File: src/rtl/exec_unit.sv
module exec_unit #(
  parameter int DATA_W = 16,
  parameter int LEN_W  = 4
) (
  input  logic              clk,
  input  logic              rst_n,
  input  logic              in_valid,
  input  logic [2:0]        op,
  input  logic              dst_is_reg,
  input  logic              dst_reg_wide,
  input  logic [1:0]        src_kind,
  input  logic              src_reg_wide,
  input  logic [DATA_W-1:0] dst_val,
  input  logic [DATA_W-1:0] src_val,
  input  logic [DATA_W-1:0] jmp_off,
  input  logic [LEN_W-1:0]  inst_len,
  output logic              wb_en,
  output logic [DATA_W-1:0] wb_data,
  output logic              wb_wide,
  output logic              zf,
  output logic              sf,
  output logic [DATA_W-1:0] ip,
  output logic              err
);
  localparam int BYTE_W = 8;
  localparam logic [2:0] OP_MOV = 3'd0, OP_ADD = 3'd1, OP_SUB = 3'd2,
                         OP_CMP = 3'd3, OP_JNE = 3'd4;
  localparam logic [1:0] SK_REG = 2'd0, SK_IMM8 = 2'd1, SK_IMM16 = 2'd2;

  logic              wide_c, width_ok;
  logic              is_alu, is_jne, bad;
  logic [DATA_W-1:0] raw, res_c, ip_next;

  always_comb begin
    width_ok = 1'b1;
    if (dst_is_reg) wide_c = dst_reg_wide;
    else begin
      case (src_kind)
        SK_REG:   wide_c = src_reg_wide;
        SK_IMM8:  wide_c = 1'b0;
        SK_IMM16: wide_c = 1'b1;
        default: begin wide_c = 1'b0; width_ok = 1'b0; end
      endcase
    end
  end

  assign is_alu = (op == OP_ADD) || (op == OP_SUB) || (op == OP_CMP);
  assign is_jne = (op == OP_JNE);
  assign bad    = (op > OP_JNE) || (!is_jne && !width_ok);

  always_comb begin
    case (op)
      OP_ADD:  raw = dst_val + src_val;
      OP_MOV:  raw = src_val;
      default: raw = dst_val - src_val;
    endcase
  end

  assign res_c   = wide_c ? raw : {{(DATA_W-BYTE_W){1'b0}}, raw[BYTE_W-1:0]};
  assign ip_next = (is_jne && !zf) ? ip + jmp_off
                                   : ip + {{(DATA_W-LEN_W){1'b0}}, inst_len};

  always_ff @(posedge clk or negedge rst_n) begin
    if (!rst_n) begin
      wb_en   <= 1'b0;
      wb_data <= '0;
      wb_wide <= 1'b0;
      zf      <= 1'b0;
      sf      <= 1'b0;
      ip      <= '0;
      err     <= 1'b0;
    end else if (in_valid && bad) begin
      wb_en <= 1'b0;
      err   <= 1'b1;
    end else if (in_valid) begin
      err <= 1'b0;
      ip  <= ip_next;
      wb_en <= !is_jne && (op != OP_CMP);
      if (!is_jne) begin
        wb_data <= res_c;
        wb_wide <= wide_c;
      end
      if (is_alu) begin
        zf <= (res_c == '0);
        sf <= wide_c ? res_c[DATA_W-1] : res_c[BYTE_W-1];
      end
    end else begin
      wb_en <= 1'b0;
      err   <= 1'b0;
    end
  end

  a_r1_mov_keeps_flags: assert property (@(posedge clk) disable iff (!rst_n)
    in_valid && op == OP_MOV && !bad |=> $stable(zf) && $stable(sf) && wb_en);
  a_r3_cmp_no_wb: assert property (@(posedge clk) disable iff (!rst_n)
    in_valid && op == OP_CMP |=> !wb_en);
  a_r4_zero_tracks_result: assert property (@(posedge clk) disable iff (!rst_n)
    in_valid && is_alu && !bad |=> zf == (wb_data == '0));
  a_r5_sign_by_width: assert property (@(posedge clk) disable iff (!rst_n)
    in_valid && is_alu && !bad |=> sf == (wb_wide ? wb_data[DATA_W-1] : wb_data[BYTE_W-1]));
  a_r7_jne_not_taken: assert property (@(posedge clk) disable iff (!rst_n)
    in_valid && is_jne && zf |=> ip == $past(ip) + {{(DATA_W-LEN_W){1'b0}}, $past(inst_len)});
  a_r9_error_freezes: assert property (@(posedge clk) disable iff (!rst_n)
    in_valid && bad |=> err && !wb_en && $stable(ip) && $stable(zf) && $stable(sf) && $stable(wb_data));
  a_r11_idle_holds: assert property (@(posedge clk) disable iff (!rst_n)
    !in_valid |=> !wb_en && !err && $stable(ip) && $stable(zf) && $stable(sf));
endmodule

File: config.mk
export PLATFORM = sky130hd
export DESIGN_NAME = exec_unit
export DESIGN_NICKNAME = d
export VERILOG_FILES = /design/src/rtl/exec_unit.sv
export SDC_FILE = /design/constraint.sdc
export NUM_CORES = 1
export LEC_CHECK = 0
export ABC_AREA = 1
export BUFFER_PORTS_ARGS = -buffer_cell sky130_fd_sc_hd__buf_2
export CORE_ASPECT_RATIO = 1.5
export CORE_MARGIN = 2
export CORE_UTILIZATION = 47
export CTS_CLUSTER_SIZE = 10
export DETAILED_ROUTE_END_ITERATION = 10
export PLACE_DENSITY_LB_ADDON = 0.05
export SLEW_MARGIN = 10
export SYNTH_ARGS = -nofsm -noshare
export SYNTH_HDL_FRONTEND = slang
export SYNTH_SLANG_ARGS = --single-unit
export TNS_END_PERCENT = 30
File: constraint.sdc
create_clock -name clk -period 3.21 [get_ports clk]
set_input_delay 0.642 -clock clk [delete_from_list [all_inputs] [get_ports clk]]
set_output_delay 0.642 -clock clk [all_outputs]
set_load 0.05 [all_outputs]
==> results of run 1 <==
## power by group through the flow
stage | sequential [W] | combinational (W) | clock [W]
3_5_place_dp | 0.000712 | 0.00161 | 0
4_1_cts | 0.000705 | 0.00162 | 0.000497
3_3_place_gp | 0.000702 | 0.00159 | 0
5_1_grt | 0.000724 | 0.00181 | 0.000513
6_report | 0.000703 | 0.00164 | 0.000485
2_1_floorplan | 0.00117 | 0.000712 | 0
## kinds of logic (layout without fill, tap and decap cells)
family / Yosys count / count (layout) / synth area share, %
XOR/XNOR: 23 / 23 / 5.15
adder cells (fa/ha/maj): 36 / 36 / 11.9
AND/OR/NAND/NOR: 335 / 335 / 37.8
AO/OA/AOI/OAI: 78 / 78 / 11.4
flip-flops: 37 / 37 / 23.7
buffers and inverters: 102 / 228 / 10.1
## critical path, cell delays in order
cell and delay [ps]:
buf_6 90, inv_4 50, ha_4 120, inv_2 30, nor3_2 150, inv_1 80, nor2_2 170, nand3_2 140
nand2_1 120, o21ai_0 100, xor2_1 160, ha_2 390, nand2_1 150, nor2_4 150, and2_1 140, nand2_2 70
nand3_2 70, nand2_1 50, nor2_1 150, nor2_2 50, nor2_1 90, nand4_1 90, nand2_1 70
## flip-flops by register name, summed over array words and instances (netlist names)
register	cells
wb_en	1
zf	1
ip	16
wb_data	16
sf	1
err	1
wb_wide	1
## what timing repair did
item	4_1_cts	5_1_grt
buffers inserted	0	3
gates resized for setup	0	35
setup endpoints to repair	0	7
## worst max path at each step
stage	start	to	slack [ps]	cells after the start
finish	src_val[1]	zf$_DFFE_PN0P_	110	23
global route	src_val[1]	zf$_DFFE_PN0P_	-60	23
CTS	src_val[0]	zf$_DFFE_PN0P_	80	23
detailed placement	src_val[0]	zf$_DFFE_PN0P_	-200	23
global placement	src_val[0]	zf$_DFFE_PN0P_	-110	23
floorplan	src_val[1]	zf$_DFFE_PN0P_	230	22
## placed cells by master, fill, tap and decap left out, types with 3 or more instances in the layout
cell / instances
a21oi_1: 21
a21oi_2: 4
a31oi_1: 3
buf_2: 97
buf_4: 29
clkbuf_16: 5
dfrtp_1: 37
ha_1: 32
inv_1: 83
inv_2: 8
nand2_1: 187
nand2_2: 22
nand3_1: 49
nand3_2: 6
nand4_1: 8
nor2_1: 38
nor2_2: 8
nor2_4: 5
o21ai_0: 31
o21ai_1: 7
o21ai_2: 3
xnor2_1: 9
xor2_1: 14
## area by class of cell
cell class,count,area [sq um],share of cell area [%]
well taps,105,131,2.64
repair buffers,128,726,14.6
multi-input cells,472,2690,54.1
flip-flops and latches,37,926,18.6
clock buffers,7,143,2.87
inverters,93,354,7.12
## metal layers
metal | vias up | share of wire [%] | GRT usage (%)
met4 | 0 | 2.7 | 9.71
met3 | 23 | 3.2 | 2.73
met1 | 1874 | 38 | 25.9
li1 | 2196 | - | -
met2 | 92 | 56 | 50.9
met5 | - | 0 | 0
## metrics by stage
stage | total power (W) | hold WS (ps) | util [%]
6_report | 0.00283 | 455 | 61.7
3_5_place_dp | 0.00232 | 464 | 58.2
5_1_grt | 0.00305 | 512 | 61.7
3_3_place_gp | 0.00229 | 462 | 58.2
4_1_cts | 0.00282 | 478 | 60.0
2_1_floorplan | 0.00188 | 346 | -
==> summary.md, run 1 <==
| Metric | Value |
|---|---|
| Nets | 836 |
| TritonCTS Buffers | 5 |
| Post-Syn Nets | 710 |
| MaxCap Viol Count | 0 |
| Core box area | 8060 sq um |
| P per Cell Area | 570 nW/um^2 |
| Period minus WS final | 3100 ps |
| Hold Crit Class | primary input to async pin |
| Psw | 0.00141 W |
| Std-Cell Rows | 40 |
| Sequential share of power | 24.8% |
| Post-route cell area | 4970 sq um |
| Clk pin slew, worst setup/hold paths | 50 ps |
| Synth Register Bits | 37 |
| Via-to-Cell Ratio | 4.97 |
| Routed Antenna Nets | 0 |
| Fin cells | 842 |
| Cell with the most instances after synthesis | nand2_1 |
| Max frequency | 0.323 GHz |
| YS warnings | 0 |
| Top post-synthesis cells by count | nand2_1 (195), inv_1 (88), nand3_1 (51), nor2_1 (42), dfrtp_1 (37) |
| Internal reg-to-reg setup slack | 740 ps |
| CTS sink cnt | 37 |
| Clock Root Buffer | clkbuf_16 |
| Layout area overhead | 27.0% |
| CTS Hold Bufs | 0 |
| Final Hold Viols | 0 |
| Die width | 78.5 um |
| Placed insts | 832 |
| Reg-to-Reg Start | zf$_DFFE_PN0P_ |
| Hpwl dp | 9.09 mm |
| Crit path kind | primary input to flip-flop |
| Post-synth ARST share | 100% |
| Initial antenna violation count | 0 |
| Avg Inst Size Synth | 6.40 sq um |
| Setup tns final | 0 ps |
| Netlist cell types | 38 |
| Synth Instances | 611 |
| Post-route DRC | 0 |
| Worst vdd ir | 0.377 mV |
| Unrepaired setup endpoints after global routing | yes |
| Clock tree buffer depth | 2 |
| First-pass GRT wire length | 18.1 mm |
| Grt ovf | 0 |
| H-tree depth | 2 |
| Total track usage | 25.1% |
| # fillers | 795 |
| Status | completed |
| Via count | 4185 |
| Drt initial violations | 115 |
| Synth area leader | dfrtp_1 |
| Internal power | 0.00142 W |
| Final setup fails | 0 |
| Slew HR | 44.4% |
| Final WS setup | 110 ps |
| CTS tree | built |
| I/O pin count | 100 |
| Combinational power share | 58.0% |
| Synth top area share | 23.7% |
| Worst R2R End | ip[14]$_DFFE_PN0P_ |
| CP Data Required Time | 3430 ps |
| Clock power share | 17.1% |
| Post-synth EDFFs | 0 |
| Detailed Route WL | 11.0 mm |
| TritonRoute pass-1 iters | 4 |
| Final Max Slew Viols | 0 |
| Initial core utilization | 48.6% |
| Worst Tran Pin Value | 835 ps |
| Critical Path AT | 3320 ps |
| Sequential fraction of the synthesis area | 23.7% |
| Critical Path End Type | flip-flop |
| IO Port Bufs | 99 |
| Switching Share | 49.8% |
| Top post-synthesis cells by area | dfrtp_1 (24%), nand2_1 (19%), ha_1 (11%) |
| Final cycle utilization of the critical path | 96.6% |
| Most used DFF post-synth | dfrtp_1 |
| Largest net degree at the start of global routing | 38 |
| Area after DPL | 4690 sq um |
| Vias in the first global route | 4102 |
| Critical Path Start Type | primary input |
| Final GP Congestion | 0.977 |
| P_leak | 2.87 nW |
| Pre-CTS WS | -197 ps |
| WL per Instance | 13.1 um |
| Die height | 116 um |
| Full die area | 9090 sq um |
| Synthesized cell area | 3910 sq um |
| Fraction of layout cells with a size suffix above 1 | 27.0% |
| Worst skew pair latency | 280 ps |
| Critical path fanouts, max | 5 |
| Reg2reg path depth | 16 |
| # diodes | 0 |
| Final clock skew | 3.50 ps |
No activity file was read; power rests on OpenSTA's default activity.
==> run 2, diff against run 1 <==
--- a/config.mk
+++ b/config.mk
@@ -5,13 +5,13 @@
 export SDC_FILE = /design/constraint.sdc
 export NUM_CORES = 1
 export LEC_CHECK = 0
-export ABC_AREA = 1
+export ABC_AREA = 0
 export BUFFER_PORTS_ARGS = -buffer_cell sky130_fd_sc_hd__buf_2
 export CORE_ASPECT_RATIO = 1.5
-export CORE_MARGIN = 2
 export CORE_UTILIZATION = 47
 export CTS_CLUSTER_SIZE = 10
 export DETAILED_ROUTE_END_ITERATION = 10
+export MAX_ROUTING_LAYER = met4
 export PLACE_DENSITY_LB_ADDON = 0.05
 export SLEW_MARGIN = 10
 export SYNTH_ARGS = -nofsm -noshare
==> summary.md, run 2 <==
| Metric | Value |
|---|---|
| Vias in the first global route | 3885 |
| Slew HR | 44.6% |
| Sequential share of power | 22.0% |
| First-pass GRT wire length | 17.1 mm |
| Drt initial violations | 146 |
| Full die area | 8130 sq um |
| Synth Instances | 439 |
| P per Cell Area | 600 nW/um^2 |
| Synth area leader | dfrtp_1 |
| Design Power | 0.00322 W |
| Fraction of layout cells with a size suffix above 1 | 42.0% |
| WL met2 | 6.20 mm |
| Critical Path AT | 3570 ps |
| P_leak | 2.67 nW |
| Status | finished, violations left |
| Clock Root Buffer | clkbuf_16 |
| Post-synth ARST share | 100% |
| Detailed Route WL | 10.8 mm |
| Fin cells | 735 |
| Worst Tran Pin Value | 831 ps |
| Most used DFF post-synth | dfrtp_1 |
| Combinational power share | 60.0% |
| Post-synth EDFFs | 0 |
| Grt ovf | 0 |
| CTS Hold Bufs | 0 |
| Final clock skew | 6.39 ps |
| Initial core utilization | 48.2% |
| Clock power share | 18.0% |
| Failing checks | setup timing |
| Via count | 4014 |
| H-tree depth | 2 |
| TritonRoute pass-1 iters | 6 |
| Hpwl dp | 8.62 mm |
| MaxCap Viol Count | 0 |
| Psw | 0.00148 W |
| Crit path kind | primary input to flip-flop |
| Top post-synthesis cells by count | nand2_1 (57), dfrtp_1 (37), a21oi_1 (34), ha_1 (34), o21ai_0 (33) |
| Core box area | 7560 sq um |
| Max Used Layer | met4 |
| Synth Register Bits | 37 |
| Top post-synthesis cells by area | dfrtp_1 (25%), ha_1 (12%), nand2_1 (5.9%) |
| Switching Share | 45.9% |
| Met3 Wirelength | 307 um |
| I/O pin count | 100 |
| Final cycle utilization of the critical path | 106% |
| Sequential fraction of the synthesis area | 25.4% |
| Critical path fanouts, max | 4 |
| Unrepaired setup endpoints after global routing | yes |
| Setup tns final | -410 ps |
| Post-Syn Nets | 538 |
| Critical Path End Type | flip-flop |
| Worst vdd ir | 0.431 mV |
| WL per Instance | 14.7 um |
| Clock tree buffer depth | 2 |
| Final setup fails | 4 |
| Placed insts | 721 |
| # diodes | 0 |
| Std-Cell Rows | 39 |
| Layout Utilization | 70.9% |
| Largest net degree at the start of global routing | 38 |
| YS warnings | 0 |
| M1 WL | 4.09 mm |
| Internal power | 0.00174 W |
| TritonCTS Buffers | 5 |
| Worst skew pair latency | 290 ps |
| CTS tree | built |
| Total track usage | 28.2% |
| CTS sink cnt | 37 |
| Via-to-Cell Ratio | 5.46 |
| Nets | 731 |
| Commonest non-fill, non-tap cell in the layout | buf_4 |
| Initial antenna violation count | 0 |
| Top Registers | ip: 16 flops, wb_data: 16 flops |
| IO Port Bufs | 99 |
| Max frequency | 0.295 GHz |
| Final Max Slew Viols | 0 |
| Die width | 73.9 um |
| Routed Antenna Nets | 0 |
| Cell with the most instances after synthesis | nand2_1 |
| Critical Path Start Type | primary input |
| Layout area overhead | 46.9% |
| Synthesized cell area | 3650 sq um |
| Period minus WS final | 3400 ps |
| Final WS setup | -186 ps |
| Die height | 110 um |
| Avg Inst Size Synth | 8.31 sq um |
| Netlist cell types | 67 |
| Clk pin slew, worst setup/hold paths | 60 ps |
| Final Hold Viols | 0 |
| Synth top area share | 25.4% |
| Final GP Congestion | 0.877 |
| Post-route DRC | 0 |
| Most frequent cells in the layout | buf_4 (97), buf_2 (96), nand2_1 (56) |
| Hold Crit Class | primary input to async pin |
| CP Data Required Time | 3380 ps |
## run 2: cell types whose count changed in the layout (fill, tap and decap cells not counted), moves of 8 or more
cell     change
nand2_1    -131
and2_1       +9
nand3_1     -39
nor2_1      -14
inv_1       -68
buf_4       +68
nand2_2     -21
mux2_2       +8
## run 2: layout make-up
type / count / area (sq um)
inverters: 16 / 60.1
clock inverters: 1 / 30.0
fillers: 630 / 2200
well taps: 102 / 128
repair buffers: 199 / 1280
multi-input cells: 373 / 2800
clock buffers: 7 / 143
flip-flops and latches: 37 / 926
## run 2: power groups by stage
stage	Clock, W	Combinational, W	Sequential, W
final	0.000581	0.00193	0.000708
after global placement	0	0.00182	0.000712
after detailed placement	0	0.00185	0.000718
after CTS	0.000588	0.00190	0.000710
after global routing	0.000601	0.00209	0.000729
after floorplan	0	0.000733	0.00121
## run 2: worst paths after layout
check                                             from                      end  slack, ps  cells after the start
worst max register to register          zf$_DFFE_PN0P_       ip[14]$_DFFE_PN0P_        230                     12
worst min register to register  wb_data[2]$_DFFE_PN0P_   wb_data[2]$_DFFE_PN0P_        470                      2
max in group asynchronous                        rst_n       ip[13]$_DFFE_PN0P_       2230                      1
min in group clk                wb_data[2]$_DFFE_PN0P_   wb_data[2]$_DFFE_PN0P_        470                      2
worst min-delay path                             rst_n        ip[9]$_DFFE_PN0P_        450                      1
worst max-delay path                        src_val[2]  wb_data[15]$_DFFE_PN0P_       -190                     14
## run 2: per-layer routing
metal | track usage, % | vias up
li1 | - | 1990
met1 | 28.3 | 1904
met2 | 53.6 | 104
met3 | 3.02 | 16
met4 | 12.4 | 0
met5 | - | -
## run 2: cell families (layout without fill, tap and decap cells)
family | Yosys count | count (layout) | share of synthesized area [%]
AOI/OAI and AO/OA | 133 | 133 | 24.9
xor gates and xnor gates | 31 | 31 | 7.65
adders and majority gates | 36 | 36 | 12.8
buffers and inverters | 29 | 223 | 3.02
DFF | 37 | 37 | 25.4
muxes | 10 | 10 | 3.15
and+or+nand+nor | 163 | 163 | 23.1
## run 2: critical path: stages
cell	delay [ps]
buf_8	100
or3_4	400
nor3_4	200
nor2_2	60
xnor2_1	130
ha_2	210
a2111oi_4	380
o21ai_2	160
a221oi_4	360
o211ai_2	170
a211oi_2	230
nand4b_4	180
o31ai_4	90
mux2_4	260
## run 2: repair_timing
item / in CTS / in global routing
pin swaps: 12 / 9
setup buffers: 4 / 2
setup endpoints to repair: 10 / 14
gates resized for setup: 27 / 22
endpoints found under the hold margin: 0 / 0
## run 2: through the flow
step | setup WS (ps) | hold slack (ps) | area (sq um)
2_1_floorplan | -189 | 346 | 3690
3_3_place_gp | -472 | 459 | 4960
3_5_place_dp | -510 | 465 | 4960
4_1_cts | -116 | 476 | 5270
5_1_grt | -344 | 488 | 5360
6_report | -186 | 451 | 5360
